<file path="config.mk">
export PLATFORM = sky130hd
export DESIGN_NAME = crt_blank_pattern_gen
export DESIGN_NICKNAME = d
export VERILOG_FILES = /design/src/rtl/crt_blank_pkg.sv /design/src/rtl/hblank_gate.sv /design/src/rtl/vblank_gate.sv /design/src/rtl/svc_pattern.sv /design/src/rtl/crt_blank_pattern_gen.sv
export SDC_FILE = /design/constraint.sdc
export NUM_CORES = 1
export LEC_CHECK = 0
export BUFFER_PORTS_ARGS = -buffer_cell sky130_fd_sc_hd__buf_2
export CAP_MARGIN = 10
export CELL_PAD_IN_SITES_DETAIL_PLACEMENT = 2
export CELL_PAD_IN_SITES_GLOBAL_PLACEMENT = 2
export CORE_MARGIN = 1.5
export CORE_UTILIZATION = 20
export CTS_CLUSTER_DIAMETER = 120
export CTS_CLUSTER_SIZE = 24
export DETAILED_ROUTE_END_ITERATION = 12
export PLACE_DENSITY = 0.83
export SYNTH_ARGS = -nofsm -noshare
export SYNTH_HDL_FRONTEND = slang
export SYNTH_SLANG_ARGS = --single-unit
export TNS_END_PERCENT = 30
</file>
<file path="constraint.sdc">
create_clock -name clk -period 0.8 [get_ports clk]
set_input_delay 0.12 -clock clk [delete_from_list [all_inputs] [get_ports clk]]
set_output_delay 0.12 -clock clk [all_outputs]
set_load 0.01 [all_outputs]
</file>
<file path="src/rtl/crt_blank_pkg.sv">
package crt_blank_pkg;
  typedef enum logic [2:0] {
    PIX_VIDEO = 3'd0,
    PIX_BLACK = 3'd1,
    PIX_WHITE = 3'd2,
    PIX_GRAY  = 3'd3,
    PIX_BLANK = 3'd4
  } pix_src_t;

  localparam logic [1:0] SVC_NORMAL = 2'b00;
  localparam logic [1:0] SVC_BLACK  = 2'b01;
  localparam logic [1:0] SVC_WHITE  = 2'b10;
  localparam logic [1:0] SVC_GRID   = 2'b11;
endpackage

</file>
<file path="src/rtl/hblank_gate.sv">
module hblank_gate #(
  parameter int TICK_W     = 8,
  parameter int WSTEP_W    = 3,
  parameter int LEFT_BASE  = 16,
  parameter int RIGHT_BASE = 240,
  parameter int STEP_SH    = 2
) (
  input  logic [TICK_W-1:0]  tick_i,
  input  logic [WSTEP_W-1:0] lft_width_i,
  input  logic [WSTEP_W-1:0] rgt_width_i,
  input  logic               flyback_i,
  input  logic               fly_or_en_i,
  output logic               hblank_o
);
  localparam int EW = TICK_W + 2;

  logic [EW-1:0] left_end;
  logic [EW-1:0] right_start;
  logic [EW-1:0] tick_ext;
  logic          in_left;
  logic          in_right;

  always_comb begin
    tick_ext    = EW'(tick_i);
    left_end    = EW'(LEFT_BASE) + (EW'(lft_width_i) << STEP_SH);
    right_start = EW'(RIGHT_BASE) - (EW'(rgt_width_i) << STEP_SH);
    in_left     = tick_ext < left_end;
    in_right    = tick_ext >= right_start;
    hblank_o    = in_left | in_right | (fly_or_en_i & flyback_i);
  end
endmodule

</file>
<file path="src/rtl/vblank_gate.sv">
module vblank_gate #(
  parameter int LINE_W  = 10,
  parameter int A_FIRST = 24,
  parameter int A_LAST  = 262,
  parameter int B_FIRST = 29,
  parameter int B_LAST  = 257
) (
  input  logic [LINE_W-1:0] line_i,
  input  logic              vwin_sel_i,
  output logic              vblank_o
);
  localparam int NWIN = 2;
  localparam int FIRSTS [NWIN] = '{A_FIRST, B_FIRST};
  localparam int LASTS  [NWIN] = '{A_LAST, B_LAST};

  logic [NWIN-1:0] outside;

  for (genvar w = 0; w < NWIN; w++) begin : g_win
    assign outside[w] = (line_i < LINE_W'(FIRSTS[w])) ||
                        (line_i > LINE_W'(LASTS[w]));
  end

  assign vblank_o = outside[vwin_sel_i];
endmodule

</file>
<file path="src/rtl/svc_pattern.sv">
module svc_pattern
  import crt_blank_pkg::*;
#(
  parameter int TICK_W  = 8,
  parameter int LINE_W  = 10,
  parameter int GRID_SH = 5
) (
  input  logic [TICK_W-1:0] tick_i,
  input  logic [LINE_W-1:0] line_i,
  input  logic [1:0]        svc_mode_i,
  input  logic              gray_i,
  output pix_src_t          pix_o
);
  pix_src_t light;
  logic     on_grid;

  always_comb begin
    light   = gray_i ? PIX_GRAY : PIX_WHITE;
    on_grid = (tick_i[GRID_SH-1:0] == '0) || (line_i[GRID_SH-1:0] == '0);
    unique case (svc_mode_i)
      SVC_NORMAL: pix_o = PIX_VIDEO;
      SVC_BLACK:  pix_o = PIX_BLACK;
      SVC_WHITE:  pix_o = light;
      default:    pix_o = on_grid ? light : PIX_BLACK;
    endcase
  end
endmodule

</file>
<file path="src/rtl/crt_blank_pattern_gen.sv">
module crt_blank_pattern_gen
  import crt_blank_pkg::*;
#(
  parameter int TICKS_PER_LINE = 256,
  parameter int LINE_W         = 10,
  parameter int WSTEP_W        = 3,
  parameter int GRID_SH        = 5
) (
  input  logic                        clk,
  input  logic                        rst_n,
  input  logic [$clog2(TICKS_PER_LINE)-1:0] tick_i,
  input  logic [LINE_W-1:0]           line_i,
  input  logic                        flyback_i,
  input  logic [WSTEP_W-1:0]          lft_width_i,
  input  logic [WSTEP_W-1:0]          rgt_width_i,
  input  logic                        vwin_sel_i,
  input  logic                        fly_or_en_i,
  input  logic                        blank_defeat_i,
  input  logic                        mute_i,
  input  logic [1:0]                  svc_mode_i,
  input  logic                        gray_i,
  output logic                        blank_o,
  output logic                        mute_o,
  output logic [2:0]                  pix_sel_o
);
  localparam int TICK_W = $clog2(TICKS_PER_LINE);

  logic     hblank;
  logic     vblank;
  pix_src_t pat_pix;

  logic     blank_d, blank_q;
  logic     mute_d,  mute_q;
  pix_src_t pix_d,   pix_q;
  logic     upd_en;

  hblank_gate #(
    .TICK_W (TICK_W),
    .WSTEP_W(WSTEP_W)
  ) u_hgate (
    .tick_i     (tick_i),
    .lft_width_i(lft_width_i),
    .rgt_width_i(rgt_width_i),
    .flyback_i  (flyback_i),
    .fly_or_en_i(fly_or_en_i),
    .hblank_o   (hblank)
  );

  vblank_gate #(.LINE_W(LINE_W)) u_vgate (
    .line_i    (line_i),
    .vwin_sel_i(vwin_sel_i),
    .vblank_o  (vblank)
  );

  svc_pattern #(
    .TICK_W (TICK_W),
    .LINE_W (LINE_W),
    .GRID_SH(GRID_SH)
  ) u_pat (
    .tick_i    (tick_i),
    .line_i    (line_i),
    .svc_mode_i(svc_mode_i),
    .gray_i    (gray_i),
    .pix_o     (pat_pix)
  );

  // Next-state: mute, then blanking, then pattern/video.
  always_comb begin
    upd_en  = 1'b1;
    blank_d = (hblank | vblank) & ~blank_defeat_i;
    mute_d  = mute_i;
    if (mute_i)       pix_d = PIX_BLANK;
    else if (blank_d) pix_d = PIX_BLANK;
    else              pix_d = pat_pix;
  end

  always_ff @(posedge clk or negedge rst_n) begin
    if (!rst_n) begin
      blank_q <= 1'b0;
      mute_q  <= 1'b0;
      pix_q   <= PIX_VIDEO;
    end else if (upd_en) begin
      blank_q <= blank_d;
      mute_q  <= mute_d;
      pix_q   <= pix_d;
    end
  end

  assign blank_o   = blank_q;
  assign mute_o    = mute_q;
  assign pix_sel_o = pix_q;
endmodule

</file>
==> results.py <==
metrics = {
    "route": {
        "post_drt_via_cell_ratio": 4.82,
        "drtAntennaViolNets": 0,
        "dr.pass1.iters": 1,
        "drc": 0,
        "vias": 684,
        "dr.first_iter.drc_count": 0,
        "drt-wirelength-per-cell_um": 13.6,
        "wl_um": 1930,
    },
    "synth": {
        "synth_seq_cells": 5,
        "yosysSeqAreaShare_pct": 23.5,
        "yosys-top-cells-count": "ha_1 (8), inv_1 (7), dfrtp_1 (5)",
        "synth_ff_type": "dfrtp_1",
        "yosysMostFrequentCell": "ha_1",
        "yosys.area_share.xor_xnor_pct": 1.65,
        "synth_top_area_cell": "dfrtp_1",
        "synth_edf_count": 0,
        "ys_types": 33,
        "synth_compound_area_share_pct": 21.6,
        "syn_avg_cell_area_um2": 8.86,
        "synthArstFlopShare_pct": 100,
        "syn_area_um2": 532,
        "yosys_warnings": 0,
        "synth_area_leaders": "dfrtp_1 (24%), ha_1 (19%), inv_1 (4.9%)",
        "yosys.area_share.simple_pct": 27.5,
        "synthAdderAreaFrac_pct": 18.8,
        "synth_top_area_share_pct": 23.5,
        "synth_top_family_by_area": "simple AND/OR/NAND/NOR gates",
        "synth.mux.area_fraction_pct": 1.88,
        "syn_nets": 102,
        "syn_inst": 60,
    },
    "sta": {
        "slew_violations": 0,
        "clock.fmax_mhz": 733,
        "finalCritPeriodShare_pct": 171,
        "tightest_slew_ns": 0.536,
        "holdWs_ns": 0.184,
        "setup-violations-final": 9,
        "tns_ns": -2.34,
        "rsz0062_at_grt": "yes",
        "hold_viol_final": 0,
        "slew_headroom_pct": 63.8,
        "layout_min_cycle_time_ns": 1.36,
        "layout_setup_ws_ns": -0.564,
    },
    "floorplanning": {
        "die_area_um2": 2980,
        "ios": 39,
        "fp.dieH_um": 54.6,
        "core_area_um2": 2500,
        "initial_utilization_pct": 21.3,
        "row_count": 18,
        "fp.dieW_um": 54.6,
    },
    "global_route": {
        "grt_first_pass_wirelength_um": 3110,
        "first_global_vias": 762,
        "antenna_found_initial": 0,
        "grt_overflow": 0,
        "grt_use_total_pct": 14.9,
        "grt_max_degree": 6,
    },
    "hold_path": {
        "min_path_type": "in2reg",
    },
    "final_layout": {
        "diodes": 0,
        "nNetsFinal": 155,
        "design_area_um2": 970,
        "drive_above_1_share_pct": 58.0,
        "syn_to_final_growth_pct": 82.4,
    },
    "power_and_ir_drop": {
        "power_density_nw_per_um2": 1040,
        "ir_drop_v": 0.000426,
        "total_power_mw": 1.01,
        "leakagePower_nw": 0.467,
    },
    "cts": {
        "cts_made_buffers": 3,
        "clockBufferDepth": 2,
        "clk_pin_slew_ns": 0.05,
        "clock_sinks": 5,
        "cts_tree": "yes",
        "htree_num_levels": 1,
        "cts_root_buf": "clkbuf_4",
    },
    "placement": {
        "gp_congestion": 0.800,
        "hpwlAfterDp_um": 1760,
        "placedInstanceArea_um2": 857,
        "portBuffers": 38,
        "place_ws_ns": -1.05,
    },
    "setup_path": {
        "arrival_ns": 1.49,
        "required_ns": 0.92,
        "cp-start-kind": "primary input",
        "crit_type": "in2reg",
        "endpoint_kind": "flop",
        "critPathMaxFanout": 4,
    },
    "job": {
        "drv_cap": 0,
    },
    "outcome": {
        "violations": "negative setup slack",
        "status": "finished, violations left",
    },
}
[state kept, by name (all words and copies together) (netlist names)]
register,cells
pix_sel_o,3
blank_o,1
mute_o,1
[cell usage in the layout (no fill, tap or decap), types with 2 or more instances in the layout]
cell type	instances
ha_1	5
buf_8	2
clkbuf_4	3
ha_4	3
dfrtp_1	5
o21ai_2	3
o21ai_0	3
dlygate4sd3_1	2
nand2_1	2
nand3_1	2
inv_1	4
buf_2	35
buf_4	8
a21oi_1	3
or3_1	2
[timing repair]
action,in CTS,in global routing
pin swaps,8,3
resized for setup,9,6
hold endpoints to repair,6,0
setup endpoints to repair,9,9
hold buffers,2,0
buffers inserted,0,0
[metrics by stage]
stage / util (%) / cells
floorplan: - / 60
global placement: 34.3 / 136
detailed placement: 34.3 / 136
CTS: 37.3 / 142
global route: 38.8 / 142
finish: 38.8 / 142
[final timing paths]
path / start / endpoint / slack [ns] / cells after the start
min in group asynchronous: rst_n / mute_o$_DFF_PN0_ / 0.22 / 2
max in group asynchronous: rst_n / pix_sel_o[0]$_DFF_PN0_ / 0.44 / 2
worst min-delay path: svc_mode_i[1] / pix_sel_o[1]$_DFF_PN0_ / 0.18 / 3
worst max-delay path: rgt_width_i[0] / blank_o$_DFF_PN0_ / -0.56 / 9
[power breakdown]
part           internal (mW)  switching [mW]  total [mW]
clock network          0.189           0.112       0.301
registers              0.273         0.00566       0.278
logic                  0.231           0.194       0.426
[worst max-delay path, cell delays in order]
cell	delay, ns
buf_8	0.09
inv_8	0.03
ha_4	0.24
inv_2	0.03
ha_4	0.21
nor2b_4	0.12
a311oi_2	0.20
o21ai_2	0.12
or3_1	0.32
[area by class of cell]
type                       count  area (µm²)
clock buffer                   4        26.3
inverter                       7        38.8
multi-input combinational     48         445
timing repair buffer          48         297
tap                           30        37.5
sequential                     5         125
fill                         286        1530
[layer usage]
metal / global-route usage [%] / vias up / part of all wire [%]
li1: - / 334 / -
met1: 13.3 / 321 / 34
met2: 30.9 / 25 / 60
met3: 1.37 / 4 / 4.8
met4: 9.58 / 0 / 1.5
met5: 0 / - / 0
[logic make-up (layout without fill, tap and decap cells)]
kind of cell / count (synthesis) / after routing
multiplexers: 1 / 1
buffers and inverters: 7 / 59
XOR/XNOR: 1 / 1
AND/OR/NAND/NOR: 21 / 21
AO/OA/AOI/OAI: 17 / 17
flip-flops: 5 / 5
adder cells (fa/ha/maj): 8 / 8
Note: power is estimated with default switching activity, not from simulation.
